<file path="config.mk">
export PLATFORM = sky130hd
export DESIGN_NAME = smi_wake_ctl
export DESIGN_NICKNAME = d
export VERILOG_FILES = /design/src/rtl/smi_wake_pkg.sv /design/src/rtl/smi_pend_flag.sv /design/src/rtl/smi_run_fsm.sv /design/src/rtl/smi_vec_reg.sv /design/src/rtl/smi_wake_ctl.sv
export SDC_FILE = /design/constraint.sdc
export NUM_CORES = 1
export LEC_CHECK = 0
export ABC_AREA = 1
export BUFFER_PORTS_ARGS = -buffer_cell sky130_fd_sc_hd__buf_4
export CORE_UTILIZATION = 50
export DETAILED_ROUTE_END_ITERATION = 8
export HOLD_SLACK_MARGIN = 0.03
export PLACE_DENSITY = 0.81
export SLEW_MARGIN = 15
export SYNTH_ARGS = -nofsm -noshare
export SYNTH_HDL_FRONTEND = slang
export SYNTH_HIERARCHICAL = 1
export SYNTH_SLANG_ARGS = --single-unit
</file>
<file path="constraint.sdc">
create_clock -name clk_i -period 3.78 [get_ports clk_i]
set_clock_uncertainty 0.2 [all_clocks]
set_input_delay 0 -clock clk_i [delete_from_list [all_inputs] [get_ports clk_i]]
set_output_delay 0 -clock clk_i [all_outputs]
set_load 0.01 [all_outputs]
</file>
<file path="src/rtl/smi_wake_pkg.sv">
package smi_wake_pkg;
  typedef enum logic [2:0] {
    ST_PARK = 3'd0,
    ST_BOOT = 3'd1,
    ST_RUN  = 3'd2,
    ST_HALT = 3'd3,
    ST_SMM  = 3'd4
  } core_st_e;
endpackage

</file>
<file path="src/rtl/smi_pend_flag.sv">
module smi_pend_flag (
  input  logic clk_i,
  input  logic rst_ni,
  input  logic set_i,
  input  logic clr_i,
  output logic pend_o
);
  logic pend_q;

  // a request at the service edge survives the clear
  always_ff @(posedge clk_i or negedge rst_ni) begin
    if (!rst_ni) pend_q <= 1'b0;
    else         pend_q <= set_i | (pend_q & ~clr_i);
  end

  assign pend_o = pend_q;
endmodule

</file>
<file path="src/rtl/smi_run_fsm.sv">
module smi_run_fsm
  import smi_wake_pkg::*;
#(
  parameter bit IS_BSP = 1'b0
) (
  input  logic     clk_i,
  input  logic     rst_ni,
  input  logic     init_i,
  input  logic     sipi_i,
  input  logic     bnd_i,
  input  logic     halt_i,
  input  logic     exit_i,
  input  logic     pend_i,
  output logic     take_o,
  output logic     hexit_o,
  output logic     load_o,
  output core_st_e state_o
);
  core_st_e state_q, state_d, init_tgt;

  generate
    if (IS_BSP) begin : g_bsp
      assign init_tgt = ST_RUN;
    end else begin : g_ap
      assign init_tgt = ST_PARK;
    end
  endgenerate

  always_comb begin
    state_d = state_q;
    take_o  = 1'b0;
    hexit_o = 1'b0;
    load_o  = 1'b0;
    if (init_i) begin
      state_d = init_tgt;
    end else begin
      unique case (state_q)
        ST_PARK: if (sipi_i) begin
          load_o  = 1'b1;
          state_d = ST_BOOT;
        end
        ST_BOOT: begin
          // deferred SMI goes ahead of the first instruction
          take_o  = pend_i;
          state_d = pend_i ? ST_SMM : ST_RUN;
        end
        ST_RUN: begin
          if (bnd_i && pend_i) begin
            take_o  = 1'b1;
            state_d = ST_SMM;
          end else if (halt_i) begin
            state_d = ST_HALT;
          end
        end
        ST_HALT: if (pend_i) begin
          take_o  = 1'b1;
          hexit_o = 1'b1;
          state_d = ST_SMM;
        end
        ST_SMM: if (exit_i) state_d = ST_RUN;
        default: state_d = init_tgt;
      endcase
    end
  end

  always_ff @(posedge clk_i or negedge rst_ni) begin
    if (!rst_ni) state_q <= init_tgt;
    else         state_q <= state_d;
  end

  assign state_o = state_q;
endmodule

</file>
<file path="src/rtl/smi_vec_reg.sv">
module smi_vec_reg #(
  parameter int VEC_W = 8
) (
  input  logic             clk_i,
  input  logic             rst_ni,
  input  logic             load_i,
  input  logic [VEC_W-1:0] vec_i,
  output logic [VEC_W-1:0] vec_o
);
  logic [VEC_W-1:0] vec_q;

  always_ff @(posedge clk_i or negedge rst_ni) begin
    if (!rst_ni)     vec_q <= '0;
    else if (load_i) vec_q <= vec_i;
  end

  assign vec_o = vec_q;
endmodule

</file>
<file path="src/rtl/smi_wake_ctl.sv">
module smi_wake_ctl
  import smi_wake_pkg::*;
#(
  parameter bit IS_BSP = 1'b0,
  parameter int VEC_W  = 8
) (
  input  logic             clk_i,
  input  logic             rst_ni,
  input  logic             smi_req_i,
  input  logic             init_i,
  input  logic             sipi_i,
  input  logic [VEC_W-1:0] sipi_vec_i,
  input  logic             insn_bnd_i,
  input  logic             halt_enter_i,
  input  logic             smm_exit_i,
  output logic             smm_enter_o,
  output logic             halt_exit_o,
  output logic             load_init_o,
  output logic [VEC_W-1:0] resume_vec_o
);
  logic     pend_q, take, hexit, load;
  core_st_e state_q;
  logic     enter_q, hexit_q, load_q;

  smi_pend_flag u_pend (
    .clk_i  (clk_i),
    .rst_ni (rst_ni),
    .set_i  (smi_req_i),
    .clr_i  (take),
    .pend_o (pend_q)
  );

  smi_run_fsm #(.IS_BSP(IS_BSP)) u_fsm (
    .clk_i   (clk_i),
    .rst_ni  (rst_ni),
    .init_i  (init_i),
    .sipi_i  (sipi_i),
    .bnd_i   (insn_bnd_i),
    .halt_i  (halt_enter_i),
    .exit_i  (smm_exit_i),
    .pend_i  (pend_q),
    .take_o  (take),
    .hexit_o (hexit),
    .load_o  (load),
    .state_o (state_q)
  );

  smi_vec_reg #(.VEC_W(VEC_W)) u_vec (
    .clk_i  (clk_i),
    .rst_ni (rst_ni),
    .load_i (load),
    .vec_i  (sipi_vec_i),
    .vec_o  (resume_vec_o)
  );

  always_ff @(posedge clk_i or negedge rst_ni) begin
    if (!rst_ni) begin
      enter_q <= 1'b0;
      hexit_q <= 1'b0;
      load_q  <= 1'b0;
    end else begin
      enter_q <= take;
      hexit_q <= hexit;
      load_q  <= load;
    end
  end

  assign smm_enter_o = enter_q;
  assign halt_exit_o = hexit_q;
  assign load_init_o = load_q;
endmodule

</file>
==> flow_metrics.tcl, run 1 <==
set metrics [dict create \
    status "completed" \
    layout.nets 159 \
    p_leak_nw 0.614 \
    drt_pass1_iterations 4 \
    drv_slew 0 \
    power.density_mw_per_mm2 600 \
    cp-startpoint "u_fsm/state_o[0]" \
    grt_max_degree 16 \
    hold_viol 0 \
    whs_ns 0.275 \
    drive_above_1_share 0.268 \
    start_util 0.545 \
    wire_per_inst_um 15.5 \
    syn_nets 106 \
    placed_cells 129 \
    seqPwrFrac 0.395 \
    fmax_ghz 0.355 \
    max-vdd-ir-drop_mv 0.411 \
    flow.area_growth_from_synthesis_pct 64.3 \
    slew_headroom 0.238 \
    n_antenna_cell 0 \
    clkPwrFrac 0.133 \
    drt_iter0_markers 68 \
    io_buffers 26 \
    coreArea_mm2 0.00132 \
    via_per_inst 5.41 \
    total_power_uw 708 \
    p_int_uw 411 \
    finalSetupViolCount 0 \
    ff2ff_setup_slack_ns 0.96 \
    yosys_warnings 6 \
    wl_met3_um 188 \
    wl_um 2430 \
    synthCells 90 \
    worstPathMaxFanout 10 \
    tightest_slew_ns 1.13 \
    r2r-start "u_fsm/state_o[0]" \
    placed_area_um2 913 \
    final_common_cell "nand2_1" \
    avgSynthCellArea_um2 7.98 \
    setup.worst_path.end "u_vec/vec_o[1]" \
    vias 850 \
    path_cells "nor2_2, nand2_1, nor3_1, nand2_1, dlygate4sd3_1, nand2_1" \
    detail-route-antenna-nets 0 \
    path_depth 6 \
    crit_type "flop to flop" \
    cts_setup_buffers 0 \
    yosysSeqAreaShare 0.523 \
    worstSetupStartpointType "flop" \
    cp.required_ns 3.81 \
    period_minus_slack_ns 2.82 \
    hp-class "input pin to flop" \
    gp_congestion 0.944 \
    insertion_delay_ns 0.28 \
    row_count 13 \
    hpwlAfterDp_um 1200 \
    cp.arrival_ns 2.85 \
    maxCapViolCount 0 \
    path_buf_inv 1 \
    mostFrequentLayoutCells "nand2_1 (36), buf_4 (26), dlygate4sd3_1 (24)" \
    power_switching_uw 298 \
    place_ws_ns 1.52 \
    rsz0062_at_grt "false" \
    die_x_um 39.9 \
    crit_family "simple AND/OR/NAND/NOR gates" \
    finalCritPeriodShare 0.746 \
    die_h_um 39.9 \
    synth_cell_types 17 \
    cts_tree "done" \
    wirelength_met1_um 895 \
    final.setup.tns_ns 0 \
    cts_buffers 3 \
    reg2reg_to "u_vec/vec_o[1]" \
    clockBufferDepth 2 \
    grt_usage 0.362 \
    syn_area_um2 718 \
    path_clk_slew_ns 0.10 \
    top_level_ports 27 \
    top_layer "met4" \
    cts_root_buf "clkbuf_4" \
    cts_sinks 15 \
    met2_length_um 1230 \
    grt_pass1_wl_um 3610 \
    critPathMaxStageDelay_ns 0.88 \
    crit_top_cell "nand2_1" \
    pwr-share-comb 0.472 \
    grt_pass1_vias 772 \
    grt_antenna_before_repair 0 \
    die_area_mm2 0.00159 \
    htree_levels 1 \
    overflow 0 \
    rr_worst_depth 6 \
    instances_no_fill 157 \
    cp_slowest_cell "nor3_1" \
    fin_util 0.896 \
    ys_ff_latch 15 \
    fin_ws_ns 0.961 \
    stdcell_area_mm2 0.00118 \
    switching_share 0.420 \
    hp-start "init_i" \
    drc 0 \
    worstSetupEndpointType "flop" \
]
==> final cells by class <==
class | count | area [um2]
multi-input cells | 62 | 283
inverters | 11 | 41.3
flip-flops and latches | 15 | 375
clock buffers | 4 | 26.3
fillers | 57 | 138
well taps | 15 | 18.8
repair buffers | 50 | 435
==> sequential cells by signal, summed over array words and instances, names as in the netlist <==
| register | flops |
|---|---|
| smm_enter_o | 1 |
| halt_exit_o | 1 |
| load_init_o | 1 |
| u_pend/pend_o | 1 |
| u_fsm/state_o | 3 |
| u_vec/vec_o | 8 |
==> worst min path at each step <==
stage	end	slack (ns)	depth (start not counted)
after global placement	u_vec/vec_o[2]	-0.34	1
final	u_fsm/state_o[2]	0.28	3
after floorplan	halt_exit_o	-0.50	0
after CTS	halt_exit_o	0.26	3
after detailed placement	u_vec/vec_o[0]	-0.34	1
after global routing	halt_exit_o	0.27	3
==> power groups by stage <==
stage	logic (mW)	registers, mW	clock network, mW
after floorplan	0.154	0.283	0
after global placement	0.266	0.273	0
after detailed placement	0.274	0.277	0
after CTS	0.306	0.273	0.0906
after global routing	0.360	0.287	0.106
final	0.334	0.280	0.0941
==> per-layer routing <==
metal | up-vias | global-route usage
met3 | 14 | 0.108
met4 | 0 | 0.216
met2 | 59 | 0.605
met1 | 392 | 0.396
met5 | - | 0
li1 | 385 | -
==> worst register-to-register path: stages, from the launching register on <==
cell           delay, ns
dfrtp_1             0.46
nor2_2              0.26
nand2_1             0.14
nor3_1              0.88
nand2_1             0.13
dlygate4sd3_1       0.62
nand2_1             0.07
==> cells by family after synthesis <==
logic type | synth area share
flip-flops | 0.523
AND/OR/NAND/NOR | 0.378
AO/OA/AOI/OAI | 0.0157
buffers and inverters | 0.0836
==> what timing repair did <==
item,in CTS,in global routing
gates resized for setup,0,0
hold endpoints to repair,30,0
hold buffers,24,0
==> synthesized netlist by cell type <==
| cell | instances | share of area |
|---|---|---|
| nand3_1 | 9 | 0.063 |
| nor3_1 | 3 | 0.021 |
| nor3_2 | 1 | 0.014 |
| nor2_1 | 3 | 0.016 |
| inv_2 | 3 | 0.016 |
| buf_6 | 1 | 0.016 |
| nand4_1 | 2 | 0.017 |
| clkinv_1 | 2 | 0.010 |
| nand3b_1 | 1 | 0.010 |
| buf_4 | 1 | 0.010 |
| inv_1 | 6 | 0.031 |
| a31oi_1 | 1 | 0.0087 |
| nand2_1 | 36 | 0.19 |
| dfrtp_1 | 15 | 0.52 |
| o21ai_1 | 1 | 0.0070 |
| nand3_2 | 1 | 0.014 |
| nor2_2 | 4 | 0.035 |
Note: power is estimated with default switching activity, not from simulation.
==> inputs of run 2 (changes only) <==
--- a/config.mk
+++ b/config.mk
@@ -5,12 +5,12 @@
 export SDC_FILE = /design/constraint.sdc
 export NUM_CORES = 1
 export LEC_CHECK = 0
-export ABC_AREA = 1
+export ABC_AREA = 0
 export BUFFER_PORTS_ARGS = -buffer_cell sky130_fd_sc_hd__buf_4
-export CORE_UTILIZATION = 50
+export CORE_UTILIZATION = 40
 export DETAILED_ROUTE_END_ITERATION = 8
 export HOLD_SLACK_MARGIN = 0.03
-export PLACE_DENSITY = 0.81
+export PLACE_DENSITY = 0.72
 export SLEW_MARGIN = 15
 export SYNTH_ARGS = -nofsm -noshare
 export SYNTH_HDL_FRONTEND = slang
==> constraint.sdc (replaced) <==
create_clock -name clk_i -period 2.5 [get_ports clk_i]
set_clock_uncertainty 0.2 [all_clocks]
set_input_delay 0 -clock clk_i [delete_from_list [all_inputs] [get_ports clk_i]]
set_output_delay 0 -clock clk_i [all_outputs]
set_load 0.01 [all_outputs]
==> flow_metrics.tcl, run 2 <==
set metrics [dict create \
    status "completed" \
    p_leak_nw 0.517 \
    place_ws_ns 0.697 \
    hp-class "input pin to flop" \
    yosysSeqAreaShare 0.604 \
    drt_iter0_markers 7 \
    maxCapViolCount 0 \
    vias 522 \
    finalCritPeriodShare 0.911 \
    htree_levels 1 \
    gp_congestion 0.761 \
    final.setup.tns_ns 0 \
    grt_max_degree 16 \
    clockBufferDepth 2 \
    mostFrequentLayoutCells "buf_4 (26), dlygate4sd3_1 (19), dfrtp_1 (15)" \
    coreArea_mm2 0.00137 \
    syn_area_um2 622 \
    wire_per_inst_um 12.6 \
    overflow 0 \
    critPathMaxStageDelay_ns 0.56 \
    grt_pass1_wl_um 2210 \
    power.density_mw_per_mm2 749 \
    worstSetupEndpointType "flop" \
    grt_pass1_vias 521 \
    flow.area_growth_from_synthesis_pct 67.4 \
    path_clk_slew_ns 0.08 \
    ys_ff_latch 15 \
    crit_type "flop to flop" \
    crit_top_cell "dlygate4sd3_1" \
    yosysMostFrequentCell "dfrtp_1" \
    async_flop_share 1.00 \
    synth_top_area_frac 0.604 \
    grt_antenna_before_repair 0 \
    largest_reg_flops 8 \
    avgSynthCellArea_um2 14.5 \
    syn_nets 59 \
    cp.arrival_ns 2.30 \
    netlist_top_cells_area "dfrtp_1 (60%), mux2_4 (19%), a21o_1 (2.4%), and3_1 (2.0%), buf_6 (1.8%)" \
    cts_tree "done" \
    synth_cell_types 16 \
    slew_headroom 0.568 \
    worstPathMaxFanout 6 \
    top_level_ports 27 \
    period_minus_slack_ns 2.28 \
    die_area_mm2 0.00172 \
    detail-route-antenna-nets 0 \
    io_buffers 26 \
    hold_viol 0 \
    cts_setup_buffers 0 \
    synthTopCellsByCount "dfrtp_1 (15), mux2_4 (8)" \
    n_antenna_cell 0 \
    wl_um 1340 \
    path_cells "a21o_1, a21oi_1, dlygate4sd3_1, and3_1, dlygate4sd3_1" \
    tightest_slew_ns 0.645 \
    fmax_ghz 0.439 \
    start_util 0.455 \
    drt_pass1_iterations 4 \
    cp.required_ns 2.52 \
    insertion_delay_ns 0.28 \
    drv_slew 0 \
    hpwlAfterDp_um 824 \
    row_count 13 \
    layout.nets 108 \
    synth_edf_count 0 \
    final_common_cell "buf_4" \
    cts_sinks 15 \
    drc 0 \
    grt_usage 0.171 \
    fin_ws_ns 0.222 \
    yosysTopAreaCell "dfrtp_1" \
    die_x_um 41.4 \
    synthCells 43 \
    ys.flop_type "dfrtp_1" \
    max-vdd-ir-drop_mv 0.504 \
    cts_root_buf "clkbuf_4" \
    cts_buffers 3 \
    rsz0062_at_grt "false" \
    total_power_uw 780 \
    worstSetupStartpointType "flop" \
    drive_above_1_share 0.429 \
    yosys_warnings 6 \
    finalSetupViolCount 0 \
    via_per_inst 4.92 \
    die_h_um 41.4 \
    fin_util 0.762 \
    cp_slowest_cell "dlygate4sd3_1" \
]
==> run 2: cell count changes in the layout (fill, tap and decap cells not counted), sizes merged, moves of 2 or more <==
| cell | previous run | this run |
|---|---|---|
| nand3 | 10 | 0 |
| a21oi | 0 | 2 |
| and3 | 0 | 2 |
| mux2 | 0 | 8 |
| nand2 | 36 | 2 |
| nand4 | 2 | 0 |
| clkinv | 2 | 0 |
| inv | 9 | 1 |
| nor3 | 4 | 0 |
| dlygate4sd3 | 24 | 19 |
| nor2 | 7 | 3 |
| a21o | 0 | 2 |
==> run 2: final timing paths <==
path,startpoint,endpoint,slack [ns],cells after the start
setup / recovery,u_pend/pend_o,u_fsm/state_o[1],0.22,5
hold / removal,sipi_i,load_init_o,0.06,2
min in group asynchronous,rst_ni,u_vec/vec_o[4],0.62,3
hold reg to reg,u_vec/vec_o[7],u_vec/vec_o[7],0.32,1
setup reg to reg,u_pend/pend_o,u_fsm/state_o[1],0.22,5
max in group asynchronous,rst_ni,u_vec/vec_o[0],1.07,3
==> run 2: area by class of cell <==
class | count | area [um2]
Timing Repair Buffer | 45 | 385
Sequential cell | 15 | 375
Fill cell | 96 | 325
Multi-Input combinational cell | 26 | 231
Clock buffer | 4 | 26.3
Tap cell | 15 | 18.8
Inverter | 1 | 3.75
==> run 2: metrics by stage <==
stage | instances | area, um2 | hold WS [ns]
6_report | 106 | 1040 | 0.0634
5_1_grt | 106 | 1040 | 0.0588
4_1_cts | 106 | 1040 | 0.0540
3_5_place_dp | 83 | 825 | -0.340
3_3_place_gp | 83 | 825 | -0.338
2_1_floorplan | 43 | 622 | -0.496
==> run 2: routing by layer <==
| metal | up-vias | share of wire | global-route usage | routed length [um] |
|---|---|---|---|---|
| li1 | 249 | - | - | - |
| met1 | 245 | 0.40 | 0.199 | 534 |
| met2 | 28 | 0.50 | 0.275 | 671 |
| met3 | 0 | 0.096 | 0.0826 | 128 |
| met4 | 0 | 0 | 0.0581 | 0 |
| met5 | - | 0 | 0 | 0 |
==> run 2: power by group <==
group | switching, mW | internal, mW
clock network | 0.0726 | 0.0619
logic | 0.103 | 0.192
registers | 0.0428 | 0.308
total | 0.218 | 0.561
==> run 2: repair_timing <==
| item | in CTS | in global routing |
|---|---|---|
| gates resized for setup | 0 | 0 |
| endpoints found under the hold margin | 29 | 0 |
| hold buffers | 19 | 0 |
==> run 2: kinds of logic after synthesis <==
| group | count (synthesis) | share of synthesized area |
|---|---|---|
| flops | 15 | 0.604 |
| simple gates | 10 | 0.0946 |
| compound gates | 8 | 0.0845 |
| mux | 8 | 0.193 |
| buf+inv | 2 | 0.0241 |
==> run 2: worst max-delay path: cells and delay by family, from the launching register on <==
kind	cells	cell delay [ns]
compound gates	2	0.32
simple gates	1	0.15
buf+inv	2	1.10
flops	1	0.44
==> inputs of run 3 (changes only) <==
--- a/config.mk
+++ b/config.mk
@@ -10,6 +10,7 @@
 export CORE_UTILIZATION = 40
 export DETAILED_ROUTE_END_ITERATION = 8
 export HOLD_SLACK_MARGIN = 0.03
+export MAX_ROUTING_LAYER = met4
 export PLACE_DENSITY = 0.72
 export SLEW_MARGIN = 15
 export SYNTH_ARGS = -nofsm -noshare
==> flow_metrics.tcl, run 3 (synthesis gave the netlist of run 2 again) <==
set metrics [dict create \
    status "completed" \
    cts-resized-gates 0 \
    final.setup.tns_ns 0 \
    coreArea_mm2 0.00137 \
    detail-route-antenna-nets 0 \
    worstPathMaxFanout 6 \
    via_per_inst 4.88 \
    crit_type "flop to flop" \
    period_minus_slack_ns 2.28 \
    rsz0062_at_grt "false" \
    fmax_ghz 0.439 \
    drv_slew 0 \
    flow.area_growth_from_synthesis_pct 67.4 \
    drc 0 \
    htree_levels 1 \
    finalSetupViolCount 0 \
    hold_viol 0 \
    stdcell_area_mm2 0.00104 \
    overflow 0 \
    drt_pass1_iterations 4 \
    max-vdd-ir-drop_mv 0.504 \
    worstSetupStartpointType "flop" \
    grt_antenna_before_repair 0 \
    clockBufferDepth 2 \
    reg2reg_to "u_fsm/state_o[1]" \
    total_power_uw 779 \
    grt_max_degree 16 \
    grt_use_met3 0.0783 \
    cp-startpoint "u_pend/pend_o" \
    layout.nets 108 \
    io_buffers 26 \
    slew_headroom 0.569 \
    largest_reg_flops 8 \
    ff2ff_setup_slack_ns 0.22 \
    hpwlAfterDp_um 824 \
    placed_area_um2 825 \
    wl_um 1330 \
    cts_root_buf "clkbuf_4" \
    use_met2 0.275 \
    maxCapViolCount 0 \
    fin_util 0.762 \
    mostFrequentLayoutCells "buf_4 (26), dlygate4sd3_1 (19), dfrtp_1 (15)" \
    register_area_um2 375 \
    cts_buffers 3 \
    grt_busiest_layer "met2" \
    cts_tree "done" \
    insertion_delay_ns 0.28 \
    vias 517 \
    rr_worst_depth 5 \
    cp.required_ns 2.52 \
    power.density_mw_per_mm2 749 \
    wire_per_inst_um 12.5 \
    placed_cells 83 \
    n_antenna_cell 0 \
    p_leak_nw 0.517 \
    r2r-start "u_pend/pend_o" \
    gp_congestion 0.771 \
    hp-class "input pin to flop" \
    multi_input_area_um2 231 \
    die_h_um 41.4 \
    start_util 0.455 \
    top_level_ports 27 \
    row_count 13 \
    die_area_mm2 0.00172 \
    cts_sinks 15 \
    grt_pass1_wl_um 2210 \
    drt_iter0_markers 3 \
    fillers 96 \
    finalCritPeriodShare 0.910 \
    grt_pass1_vias 521 \
    path_clk_slew_ns 0.08 \
    cp.arrival_ns 2.30 \
    grt_usage 0.176 \
    setup.worst_path.end "u_fsm/state_o[1]" \
    die_x_um 41.4 \
    use_met1 0.202 \
    tightest_slew_ns 0.645 \
    instances_no_fill 106 \
    final_common_cell "buf_4" \
    drive_above_1_share 0.429 \
    worstSetupEndpointType "flop" \
]
run 3: cell counts in the layout (fill, tap and decap cells not counted):
Identical to the previous run, type by type.
run 3: how the worst min path moves through the flow:
stage	start	to	slack, ns	depth (start not counted)
2_1_floorplan	rst_ni	halt_exit_o	-0.50	0
3_3_place_gp	rst_ni	u_vec/vec_o[3]	-0.34	1
3_5_place_dp	rst_ni	u_vec/vec_o[2]	-0.34	1
4_1_cts	sipi_i	load_init_o	0.05	2
5_1_grt	sipi_i	load_init_o	0.06	2
6_report	sipi_i	load_init_o	0.06	2
run 3: repair_timing:
item | CTS | global route
buffers inserted | 0 | 0
hold buffers | 19 | 0
endpoints found under the hold margin | 29 | 0
run 3: worst max-delay path, cell delays in order, from the launching register on:
cell,delay [ns]
dfrtp_1,0.44
a21o_1,0.18
a21oi_1,0.14
dlygate4sd3_1,0.56
and3_1,0.15
dlygate4sd3_1,0.54
run 3: metal layers:
metal / share of wire / wire length (um)
met3: 0.091 / 121
met2: 0.50 / 665
met5: 0 / 0
met1: 0.41 / 539
met4: 0 / 0
run 3: report_power, final:
part	switching [mW]	internal, mW
clock	0.0727	0.0619
combinational	0.103	0.192
sequential	0.0426	0.308
total	0.218	0.561
run 3: metrics by stage:
| stage | hold slack, ns | worst slack, ns |
|---|---|---|
| after floorplan | -0.496 | 0.979 |
| after global placement | -0.338 | 0.737 |
| after detailed placement | -0.340 | 0.697 |
| after CTS | 0.0540 | 0.287 |
| after global routing | 0.0589 | 0.143 |
| final | 0.0623 | 0.224 |
run 3: cell type report:
cell class,count,share of cell area
clock buffer,4,0.0252
inverter,1,0.00361
multi-input combinational,26,0.222
sequential,15,0.361
tap,15,0.0180
timing repair buffer,45,0.370
